**src/rtl/gh_pred_pkg.sv**
```systemverilog
package gh_pred_pkg;

  // One table entry: predicted direction plus "last prediction missed".
  typedef struct packed {
    logic dir;
    logic miss;
  } gh_state_t;

  localparam gh_state_t GH_STATE_RESET = '{dir: 1'b0, miss: 1'b0};

  // Hysteresis training rule: direction flips on the second miss in a row.
  function automatic gh_state_t gh_train(gh_state_t cur, logic taken);
    gh_state_t nxt;
    if (taken == cur.dir) begin
      nxt.dir  = cur.dir;
      nxt.miss = 1'b0;
    end else if (!cur.miss) begin
      nxt.dir  = cur.dir;
      nxt.miss = 1'b1;
    end else begin
      nxt.dir  = ~cur.dir;
      nxt.miss = 1'b0;
    end
    return nxt;
  endfunction

endpackage

```
**src/rtl/gh_hist_reg.sv**
```systemverilog
module gh_hist_reg #(
  parameter int HIST_W = 2
) (
  input  logic              clk,
  input  logic              rst,
  input  logic              shift_en,
  input  logic              bit_in,
  output logic [HIST_W-1:0] hist_q
);

  generate
    if (HIST_W == 1) begin : g_single
      always_ff @(posedge clk) begin
        if (rst)           hist_q <= '0;
        else if (shift_en) hist_q <= bit_in;
      end
    end else begin : g_shift
      always_ff @(posedge clk) begin
        if (rst)           hist_q <= '0;
        else if (shift_en) hist_q <= {hist_q[HIST_W-2:0], bit_in};
      end
    end
  endgenerate

  // Newest outcome lands in bit 0
  assert_hist_newest_R6: assert property (@(posedge clk) disable iff (rst)
    shift_en |=> hist_q[0] == $past(bit_in));

  // Without a resolved branch the history is frozen
  assert_hist_hold_R9: assert property (@(posedge clk) disable iff (rst)
    !shift_en |=> $stable(hist_q));

endmodule

```
**src/rtl/gh_pht.sv**
```systemverilog
module gh_pht #(
  parameter int ADDR_W = 8,
  parameter int DATA_W = 2
) (
  input  logic              clk,
  input  logic              rst,
  input  logic [ADDR_W-1:0] look_addr,
  output logic [DATA_W-1:0] look_data,
  input  logic [ADDR_W-1:0] train_addr,
  output logic [DATA_W-1:0] train_data,
  input  logic              wr_en,
  input  logic [DATA_W-1:0] wr_data
);

  localparam int DEPTH = 1 << ADDR_W;

  logic [DATA_W-1:0] mem [DEPTH];

  // Two asynchronous read ports: lookup and read-modify-write for training
  assign look_data  = mem[look_addr];
  assign train_data = mem[train_addr];

  always_ff @(posedge clk) begin
    if (rst) begin
      for (int i = 0; i < DEPTH; i++) mem[i] <= '0;
    end else if (wr_en) begin
      mem[train_addr] <= wr_data;
    end
  end

  // A write lands in the entry it targeted
  assert_pht_write_R7: assert property (@(posedge clk) disable iff (rst)
    wr_en |=> mem[$past(train_addr)] == $past(wr_data));

  // Without a write the looked-up entry keeps its contents
  assert_pht_hold_R9: assert property (@(posedge clk) disable iff (rst)
    !wr_en |=> mem[$past(look_addr)] == $past(look_data));

endmodule

```
**src/rtl/gh_fsm_next.sv**
```systemverilog
module gh_fsm_next
  import gh_pred_pkg::*;
(
  input  gh_state_t cur,
  input  logic      taken,
  output gh_state_t nxt
);

  assign nxt = gh_train(cur, taken);

endmodule

```
**src/rtl/gh_dir_predictor.sv**
```systemverilog
module gh_dir_predictor
  import gh_pred_pkg::*;
#(
  parameter int PC_W   = 32,
  parameter int IDX_W  = 6,
  parameter int HIST_W = 2
) (
  input  logic              clk,
  input  logic              rst,
  input  logic [PC_W-1:0]   fetch_pc,
  output logic              pred_taken,
  output logic [HIST_W-1:0] pred_hist,
  input  logic              upd_valid,
  input  logic [PC_W-1:0]   upd_pc,
  input  logic              upd_taken,
  input  logic [HIST_W-1:0] upd_hist
);

  localparam int TAB_AW = IDX_W + HIST_W;
  localparam int PC_LO  = 2;
  localparam int PC_HI  = IDX_W + PC_LO - 1;

  logic [HIST_W-1:0] ghist;
  logic [TAB_AW-1:0] look_idx;
  logic [TAB_AW-1:0] train_idx;
  gh_state_t         look_st;
  gh_state_t         train_st;
  gh_state_t         train_nxt;

  assign look_idx  = {ghist,    fetch_pc[PC_HI:PC_LO]};
  assign train_idx = {upd_hist, upd_pc[PC_HI:PC_LO]};

  gh_hist_reg #(.HIST_W(HIST_W)) u_hist (
    .clk      (clk),
    .rst      (rst),
    .shift_en (upd_valid),
    .bit_in   (upd_taken),
    .hist_q   (ghist)
  );

  gh_pht #(.ADDR_W(TAB_AW), .DATA_W($bits(gh_state_t))) u_pht (
    .clk        (clk),
    .rst        (rst),
    .look_addr  (look_idx),
    .look_data  (look_st),
    .train_addr (train_idx),
    .train_data (train_st),
    .wr_en      (upd_valid),
    .wr_data    (train_nxt)
  );

  gh_fsm_next u_fsm (
    .cur   (train_st),
    .taken (upd_taken),
    .nxt   (train_nxt)
  );

  assign pred_taken = look_st.dir;
  assign pred_hist  = ghist;

  // First cycle after reset: not-taken with clear history
  assert_reset_state_R1: assert property (@(posedge clk) disable iff (rst)
    $past(rst) |-> (!pred_taken && pred_hist == '0));

  // Direction only changes after a prior miss plus another miss
  assert_flip_needs_two_R5: assert property (@(posedge clk) disable iff (rst)
    (upd_valid && train_nxt.dir != train_st.dir) |->
      (train_st.miss && upd_taken != train_st.dir));

  // A hit always clears the miss flag
  assert_hit_clears_R4: assert property (@(posedge clk) disable iff (rst)
    (upd_valid && upd_taken == train_st.dir) |-> !train_nxt.miss);

endmodule

```
**config.mk**
```make
export PLATFORM = sky130hd
export DESIGN_NAME = gh_dir_predictor
export DESIGN_NICKNAME = d
export VERILOG_FILES = /design/src/rtl/gh_pred_pkg.sv /design/src/rtl/gh_hist_reg.sv /design/src/rtl/gh_pht.sv /design/src/rtl/gh_fsm_next.sv /design/src/rtl/gh_dir_predictor.sv
export SDC_FILE = /design/constraint.sdc
export NUM_CORES = 1
export LEC_CHECK = 0
export ABC_AREA = 0
export ABC_CLOCK_PERIOD_IN_PS = 3410
export CORE_MARGIN = 10
export CORE_UTILIZATION = 57
export DETAILED_ROUTE_END_ITERATION = 7
export GPL_TIMING_DRIVEN = 1
export PLACE_DENSITY_LB_ADDON = 0.3
export SLEW_MARGIN = 20
export SYNTH_ARGS = -nofsm -noshare
export SYNTH_HDL_FRONTEND = slang
export SYNTH_HIERARCHICAL = 1
export SYNTH_SLANG_ARGS = --single-unit
```
**constraint.sdc**
```tcl
create_clock -name clk -period 3.41 [get_ports clk]
set_input_delay 0.341 -clock clk [delete_from_list [all_inputs] [get_ports clk]]
set_output_delay 0.341 -clock clk [all_outputs]
set_load 0.02 [all_outputs]
```
==> impl_metrics.ini <==
[run]
drv_cap = 0

[sta]
timing.slew.headroom_pct = 21.1
period_share_pct = 104
worst_slack_ns = -0.129
hold_viol_final = 0
fin_crit_ns = 3.54
slew_viol_final = 0
tightest_slew_ns = 1.18
rsz0062_at_grt = yes
max_freq_mhz = 283
setup-violations-final = 337
skew_ns = 0.0221
setup-tns-final_ns = -22.03

[setup_path]
critical_path_depth = 9
slowest_stage = or4_4
critical-path-top-delay-family = multiplexers
rr_worst_depth = 9
crit_path_end = u_pht/mem[152][1]
crit_required_ns = 3.77
cp.arrival_ns = 3.90
cp_cell_sequence = mux4_2 > mux4_2 > a21oi_1 > a21oi_1 > or4_4 > buf_6 > mux2_4 > clkbuf_16 > and3_1
ff2ff_setup_slack_ns = -0.13
crit_path_start = u_pht/mem[200][0]
end_kind = flop
critical_path_class = flop to flop
regToRegStartpoint = u_pht/mem[200][0]
max_stage_delay_ns = 0.59
cp_num_buf_inv = 2
startpoint_type = flop
critPathMaxFanout = 7
crit-reg2reg-capture = u_pht/mem[152][1]

[drt]
routedWlPerCell_um = 31.9
viasPerCell = 7.09
ant_nets = 0
route.detailed.drc = 0
drt_pre_antenna_iters = 6
detail_route.iter0.violations = 3335
finalWirelength_um = 93700
vias = 20800

[die]
rows = 80
core_um2 = 47600
die-area_um2 = 57200
start_util_pct = 57.4
pin_count = 73
fp.dieH_um = 239
fp.dieW_um = 239

[status]
violations = setup timing
status = finished, violations left

[finish]
drive_gt1_share_pct = 32.1
fin_nets = 2349
syn2layout_area_growth_pct = 19.5
final_cell_mix = edfxtp_1, nor2_1, buf_4, a21o_1, mux4_2
fill_cells = 3263
fin_util_pct = 68.6
stdcell_count = 2935
final_common_cell = edfxtp_1

[clocking]
numCtsBuffers = 52
clk_path_buf_depth = 3
clkLatencyLatePin_ns = 0.63
cts.sinks = 514
clk_pin_slew_ns = 0.06
clock-root-buffer = clkbuf_16
cts_tree = built
cts.hold.buffers_added = 0
cts_htree_levels = 2

[logic_synthesis]
avgSynthCellArea_um2 = 12.9
syn_inst = 2126
syn_nets = 2196
synth_area_um2 = 27400
yosys_warnings = 6

[global_route]
grt_pass1_wl_um = 134000
grt.overflow.total = 0
grt_use_total_pct = 32.2
grt_max_degree = 177
grt_pass1_vias = 20000
antenna_found_initial = 3

[place]
dp.cells = 2823
place.gp.congestion = 1.02
dp_hpwl_um = 62800
port_buffers = 20

[power_and_ir_drop]
leakagePower_nw = 12.7
powerDensity_nw_per_um2 = 461
power.total_mw = 15.1
ir_worst_vdd_mv = 0.374

[worst_hold_path]
min_path_type = input pin to flop
==> stage by stage <==
step	hold WS, ns	worst slack (ns)	cell area [um2]
after detailed placement	0.687	-0.720	30100
after floorplan	0.413	-0.0298	27500
after global placement	0.671	-0.751	30100
after global routing	0.435	-0.130	32700
after CTS	0.369	-0.0355	32000
final	0.403	-0.129	32700
==> power breakdown <==
part | internal (mW) | switching [mW]
sequential | 7.15 | 0.108
combinational | 0.885 | 1.15
clock | 3.37 | 2.42
total | 11.4 | 3.67
==> state kept, by name, summed over array words and instances (netlist names) <==
name,count
u_pht/mem,512
u_hist/hist_q,2
==> layer usage <==
layer | vias up | share of wire, % | track usage [%]
li1 | 8297 | - | -
met1 | 10200 | 33 | 40.3
met2 | 1926 | 46 | 50.0
met3 | 387 | 16 | 10.3
met4 | 4 | 5.9 | 15.7
met5 | - | 0.096 | 0
==> what timing repair did <==
item | 4_1_cts | 5_1_grt
endpoints found under the setup margin | 249 | 470
hold endpoints to repair | 0 | 0
gates cloned | 4 | 8
pin swaps | 2 | 7
setup buffers | 4 | 2
resized for setup | 19 | 151
==> worst register-to-register path, stage by stage, from the launching register on <==
cell,delay (ns)
edfxtp_1,0.40
mux4_2,0.51
mux4_2,0.52
a21oi_1,0.18
a21oi_1,0.10
or4_4,0.59
buf_6,0.14
mux2_4,0.45
clkbuf_16,0.25
and3_1,0.15
==> worst min-delay path by stage <==
stage / from / endpoint / slack (ns) / depth (start not counted)
3_3_place_gp: u_hist/hist_q[1] / u_hist/hist_q[1] / 0.67 / 2
3_5_place_dp: u_hist/hist_q[1] / u_hist/hist_q[1] / 0.69 / 2
6_report: rst / u_pht/mem[131][1] / 0.40 / 4
5_1_grt: rst / u_pht/mem[131][1] / 0.43 / 4
4_1_cts: rst / u_pht/mem[131][0] / 0.37 / 4
2_1_floorplan: rst / u_hist/hist_q[0] / 0.41 / 1
==> final cells by class <==
cell class	count	area, um2	share of cell area, %
diodes	1	2.50	0.00766
repair buffers	346	3300	10.1
flip-flops and latches	514	15400	47.2
well taps	615	769	2.35
multi-input cells	1357	11500	35.1
inverters	8	30.0	0.0919
clock buffers	66	1420	4.33
clock inverters	28	294	0.900
Power figures use the tool's default switching activity.
